### config.mk
export PLATFORM = sky130hd
export DESIGN_NAME = avgf_filter
export DESIGN_NICKNAME = d
export VERILOG_FILES = /design/src/rtl/avgf_pkg.sv /design/src/rtl/avgf_latch.sv /design/src/rtl/avgf_adder.sv /design/src/rtl/avgf_ctrl.sv /design/src/rtl/avgf_filter.sv
export SDC_FILE = /design/constraint.sdc
export NUM_CORES = 1
export LEC_CHECK = 0
export BUFFER_PORTS_ARGS = -buffer_cell sky130_fd_sc_hd__buf_2
export CORE_MARGIN = 1
export CORE_UTILIZATION = 37
export CTS_BUF_LIST = sky130_fd_sc_hd__clkbuf_8 sky130_fd_sc_hd__clkbuf_16
export DETAILED_ROUTE_END_ITERATION = 6
export PLACE_DENSITY = 0.53
export SLEW_MARGIN = 10
export SYNTH_ARGS = -nofsm -noshare
export SYNTH_HDL_FRONTEND = slang
export SYNTH_SLANG_ARGS = --single-unit
### constraint.sdc
create_clock -name clk -period 2.1 [get_ports clk]
set_input_delay 0.21 -clock clk [delete_from_list [all_inputs] [get_ports clk]]
set_output_delay 0.21 -clock clk [all_outputs]
set_load 0.005 [all_outputs]
### src/rtl/avgf_pkg.sv
package avgf_pkg;

   typedef enum logic [3:0] {
      ST_IDLE,
      ST_XOPEN,
      ST_XCLOSE,
      ST_INACK,
      ST_ADD,
      ST_OLOPEN,
      ST_OLCLOSE,
      ST_ARTZ,
      ST_OREQ,
      ST_ORTZ,
      ST_YOPEN,
      ST_YCLOSE
   } avgf_state_t;

endpackage

### src/rtl/avgf_latch.sv
module avgf_latch #(
   parameter int W = 8
) (
   input  logic         clk,
   input  logic         rst_n,
   input  logic         req,
   output logic         ack,
   input  logic [W-1:0] d,
   output logic [W-1:0] q
);

   if (W < 1) begin : g_bad_w
      $error("avgf_latch: W must be at least 1");
   end

   always_ff @(posedge clk) begin
      if (!rst_n) begin
         ack <= 1'b0;
         q   <= '0;
      end else begin
         ack <= req;
         if (req) q <= d;
      end
   end

endmodule

### src/rtl/avgf_adder.sv
module avgf_adder #(
   parameter int W         = 8,
   parameter int ADD_DELAY = 2
) (
   input  logic         clk,
   input  logic         rst_n,
   input  logic         req,
   output logic         ack,
   input  logic [W-1:0] a,
   input  logic [W-1:0] b,
   output logic [W-1:0] mean
);

   localparam int SW = W + 1;
   localparam int CW = (ADD_DELAY > 1) ? $clog2(ADD_DELAY) : 1;

   if (ADD_DELAY < 1) begin : g_bad_delay
      $error("avgf_adder: ADD_DELAY must be at least 1");
   end

   logic [SW-1:0] sum_wide;

   always_comb begin
      sum_wide = {1'b0, a} + {1'b0, b};
      mean     = sum_wide[SW-1:1];
   end

   if (ADD_DELAY == 1) begin : g_single
      always_ff @(posedge clk) begin
         if (!rst_n) ack <= 1'b0;
         else        ack <= req;
      end
   end else begin : g_count
      logic [CW-1:0] cnt;
      always_ff @(posedge clk) begin
         if (!rst_n || !req) begin
            cnt <= '0;
            ack <= 1'b0;
         end else if (!ack) begin
            if (cnt == CW'(ADD_DELAY - 1)) ack <= 1'b1;
            else                           cnt <= cnt + 1'b1;
         end
      end
   end

endmodule

### src/rtl/avgf_ctrl.sv
module avgf_ctrl
   import avgf_pkg::*;
(
   input  logic clk,
   input  logic rst_n,
   input  logic in_req,
   output logic in_ack,
   output logic out_req,
   input  logic out_ack,
   output logic x_req,
   input  logic x_ack,
   output logic y_req,
   input  logic y_ack,
   output logic ol_req,
   input  logic ol_ack,
   output logic add_req,
   input  logic add_ack
);

   avgf_state_t state, state_nx;
   logic        in_ack_q;

   always_comb begin
      state_nx = state;
      unique case (state)
         ST_IDLE:    if (in_req && !in_ack_q) state_nx = ST_XOPEN;
         ST_XOPEN:   if (x_ack)    state_nx = ST_XCLOSE;
         ST_XCLOSE:  if (!x_ack)   state_nx = ST_INACK;
         ST_INACK:                 state_nx = ST_ADD;
         ST_ADD:     if (add_ack)  state_nx = ST_OLOPEN;
         ST_OLOPEN:  if (ol_ack)   state_nx = ST_OLCLOSE;
         ST_OLCLOSE: if (!ol_ack)  state_nx = ST_ARTZ;
         ST_ARTZ:    if (!add_ack) state_nx = ST_OREQ;
         ST_OREQ:    if (out_ack)  state_nx = ST_ORTZ;
         ST_ORTZ:    if (!out_ack) state_nx = ST_YOPEN;
         ST_YOPEN:   if (y_ack)    state_nx = ST_YCLOSE;
         ST_YCLOSE:  if (!y_ack)   state_nx = ST_IDLE;
         default:                  state_nx = ST_IDLE;
      endcase
   end

   always_ff @(posedge clk) begin
      if (!rst_n) begin
         state    <= ST_IDLE;
         in_ack_q <= 1'b0;
      end else begin
         state <= state_nx;
         if (state == ST_INACK) in_ack_q <= 1'b1;
         else if (!in_req)      in_ack_q <= 1'b0;
      end
   end

   always_comb begin
      in_ack  = in_ack_q;
      x_req   = (state == ST_XOPEN);
      add_req = (state == ST_ADD) || (state == ST_OLOPEN) || (state == ST_OLCLOSE);
      ol_req  = (state == ST_OLOPEN);
      out_req = (state == ST_OREQ);
      y_req   = (state == ST_YOPEN);
   end

endmodule

### src/rtl/avgf_filter.sv
module avgf_filter #(
   parameter int W         = 8,
   parameter int ADD_DELAY = 2
) (
   input  logic         clk,
   input  logic         rst_n,
   input  logic         in_req,
   output logic         in_ack,
   input  logic [W-1:0] in_data,
   output logic         out_req,
   input  logic         out_ack,
   output logic [W-1:0] out_data
);

   logic         x_req, x_ack, y_req, y_ack, ol_req, ol_ack, add_req, add_ack;
   logic [W-1:0] x_q, y_q, mean;

   avgf_ctrl u_ctrl (
      .clk(clk), .rst_n(rst_n),
      .in_req(in_req), .in_ack(in_ack),
      .out_req(out_req), .out_ack(out_ack),
      .x_req(x_req), .x_ack(x_ack),
      .y_req(y_req), .y_ack(y_ack),
      .ol_req(ol_req), .ol_ack(ol_ack),
      .add_req(add_req), .add_ack(add_ack)
   );

   avgf_latch #(.W(W)) u_xlat (
      .clk(clk), .rst_n(rst_n), .req(x_req), .ack(x_ack), .d(in_data), .q(x_q)
   );

   avgf_latch #(.W(W)) u_ylat (
      .clk(clk), .rst_n(rst_n), .req(y_req), .ack(y_ack), .d(x_q), .q(y_q)
   );

   avgf_adder #(.W(W), .ADD_DELAY(ADD_DELAY)) u_add (
      .clk(clk), .rst_n(rst_n), .req(add_req), .ack(add_ack),
      .a(x_q), .b(y_q), .mean(mean)
   );

   avgf_latch #(.W(W)) u_olat (
      .clk(clk), .rst_n(rst_n), .req(ol_req), .ack(ol_ack), .d(mean), .q(out_data)
   );

endmodule

==> impl_metrics.tcl <==
set metrics [dict create \
    n_antenna_cell 0 \
    drt-pass1-iter-count 4 \
    p_int_uw 1270 \
    start_util 0.389 \
    fill_cells 465 \
    syn_area_sq_um 1710 \
    final_common_cell "nand2_1" \
    hold_depth 3 \
    track_usage 0.160 \
    route.met3.wl_microns 109 \
    drc 0 \
    whs_ns 0.150 \
    wl_met1_microns 1860 \
    die_y_microns 69.9 \
    wl_met2_microns 1580 \
    grt_pass1_wl_microns 6040 \
    clkLatencyLatePin_ns 0.29 \
    rsz0062_at_grt "false" \
    p_per_area_nw_per_um2 961 \
    slew_viol_final 0 \
    ys_async_sr_fraction 0 \
    syn_inst 205 \
    core_sq_um 4380 \
    fin_crit_sh 0.908 \
    cts_root_buffer "clkbuf_8" \
    cts_buffers 5 \
    cts_tree "done" \
    clock-sinks 34 \
    syn_to_final_growth_pct 15.4 \
    finClkSkew_ns 0.00574 \
    fin_crit_ns 1.91 \
    grt_max_degree 19 \
    pwr-share-seq 0.441 \
    end_kind "register" \
    hp-class "input pin to register" \
    synth-main-ff-cell "dfxtp_1" \
    worstMarginPinSlew_ns 0.527 \
    cp.required_ns 2.30 \
    dieArea_sq_um 4880 \
    hpwlAfterDp_microns 2610 \
    worst-setup-path-type "register to register" \
    setup_violations 0 \
    outcome "finished, final reports clean" \
    port_buffers 21 \
    worstHoldEndpoint "u_xlat.q[2]" \
    via_count 1449 \
    syn-num-nets 225 \
    relSlewSlack 0.645 \
    crit_arrival_ns 2.11 \
    pwr-share-comb 0.253 \
    hp-start "in_data[2]" \
    r2r_cells 5 \
    postCtsHoldBufs 0 \
    r2r_start "u_ctrl.state[2]" \
    synth_edf_count 0 \
    p_clk_frac 0.306 \
    setup_total_negative_slack_ns 0 \
    routabilityCongestion 0.806 \
    power_uw 1890 \
    final_cell_mix "nand2_1 (43), dfxtp_1 (34), a21oi_1 (24)" \
    first_iter_violations 84 \
    wl_per_cell_microns 12.9 \
    worstPathMaxFanout 13 \
    detail-route-antenna-nets 0 \
    layout.nets 249 \
    ctsResizeCount 0 \
    cts_max_path_buffers 2 \
    ys_warn_count 0 \
    timing.rr.end "u_olat.q[5]" \
    htreeDepth 2 \
    rrSetupSlack_ns 0.19 \
    final_layout_size_suffix_gt1_frac 0.178 \
    grt_antenna_before_repair 0 \
    placementRows 24 \
    avgSynthCellArea_sq_um 8.32 \
    grt_overflow 0 \
    grt_pass1_vias 1276 \
    max_cap_viol_count 0 \
    hold_violations 0 \
    ys_ff_latch 34 \
    start_kind "register" \
    switching_share 0.327 \
    max_clock_freq_ghz 0.524 \
    highest_layer "met4" \
    p_sw_uw 618 \
    die_w_microns 69.9 \
    drt_wl_total_microns 3640 \
    peakVddDrop_v 0.000464 \
    clk_pin_slew_worst_paths_ns 0.07 \
    drt-vias-per-instance 5.14 \
    ys_seq_area_frac 0.399 \
    synth.distinct_cells 44 \
    ioPinCount 22 \
    power.leakage_uw 0.000795 \
    post_cts_buffers 0 \
]
cell type report:
cell class                 instances  area [sq um]  area share
clock buffer                       5          68.8      0.0350
clock inverter                     3          37.5      0.0191
inverter                           7          26.3      0.0134
multi-input combinational        154           940       0.477
sequential                        34           681       0.346
tap                               52          65.1      0.0331
timing repair buffer              27           150      0.0763
worst max path at each step:
stage / startpoint / end / slack [ns] / cells after the start
2_1_floorplan: u_ylat.q[1] / u_olat.q[7] / 0.54 / 7
3_3_place_gp: u_ctrl.state[2] / u_olat.q[5] / 0.25 / 5
3_5_place_dp: u_ctrl.state[2] / u_olat.q[5] / 0.23 / 5
4_1_cts: u_ctrl.state[2] / u_olat.q[5] / 0.20 / 5
5_1_grt: u_ctrl.state[2] / u_olat.q[5] / 0.02 / 5
6_report: u_ctrl.state[2] / u_olat.q[5] / 0.19 / 5
cell usage after synthesis, drive strengths merged, types with 3 or more instances:
cell	number	area share
nand2	43	0.095
dfxtp	34	0.40
a21oi	24	0.070
nor2	13	0.029
o21ai	13	0.038
ha	7	0.051
nand3	7	0.028
inv	6	0.013
buf	5	0.023
clkbuf	5	0.011
nor3	5	0.015
xor2	4	0.021
a211oi	3	0.013
nor3b	3	0.013
nor4b	3	0.023
routing by layer:
layer  vias to the layer above  global-route usage
met2                        22               0.232
met1                       656               0.215
met4                         0              0.0956
li1                        764                   -
met3                         7              0.0361
met5                         -                   0
worst max-delay path, stage by stage (launching register included):
cell and delay [ns]:
dfxtp_1 0.60, nor2b_1 0.40, nand3_1 0.37, nor3_1 0.25, o21ai_0 0.12, o311ai_1 0.08
flip-flops by register name, indices dropped and copies added (netlist names):
name / count
u_add.ack: 1
u_add.g_count.cnt: 1
u_ctrl.in_ack: 1
u_ctrl.state: 4
u_olat.ack: 1
u_olat.q: 8
u_xlat.ack: 1
u_xlat.q: 8
u_ylat.ack: 1
u_ylat.q: 8
cells by family (layout without fill, tap and decap cells):
group                      count (synthesis)  in the layout  synth area share
AOI/OAI and AO/OA                         54             54             0.200
muxes                                      1              1           0.00587
DFF                                       34             34             0.399
and+or+nand+nor                           86             86             0.256
adders and majority gates                  8              8            0.0631
buffers and inverters                     17             42            0.0499
xor gates and xnor gates                   5              5            0.0257
through the flow:
stage	instances	utilization	area (sq um)	worst slack [ns]
after CTS	282	0.449	1970	0.199
after detailed placement	274	0.425	1860	0.233
after floorplan	205	-	1710	0.538
after global routing	282	0.449	1970	0.0234
after global placement	274	0.425	1860	0.250
final	282	0.449	1970	0.192
power groups by stage:
stage               clock (uW)  sequential, uW  combinational (uW)
floorplan                    0             769                 443
global placement             0             850                 485
detailed placement           0             849                 480
CTS                        600             834                 484
global route               624             853                 541
finish                     578             835                 479
Note: power is estimated with default switching activity, not from simulation.
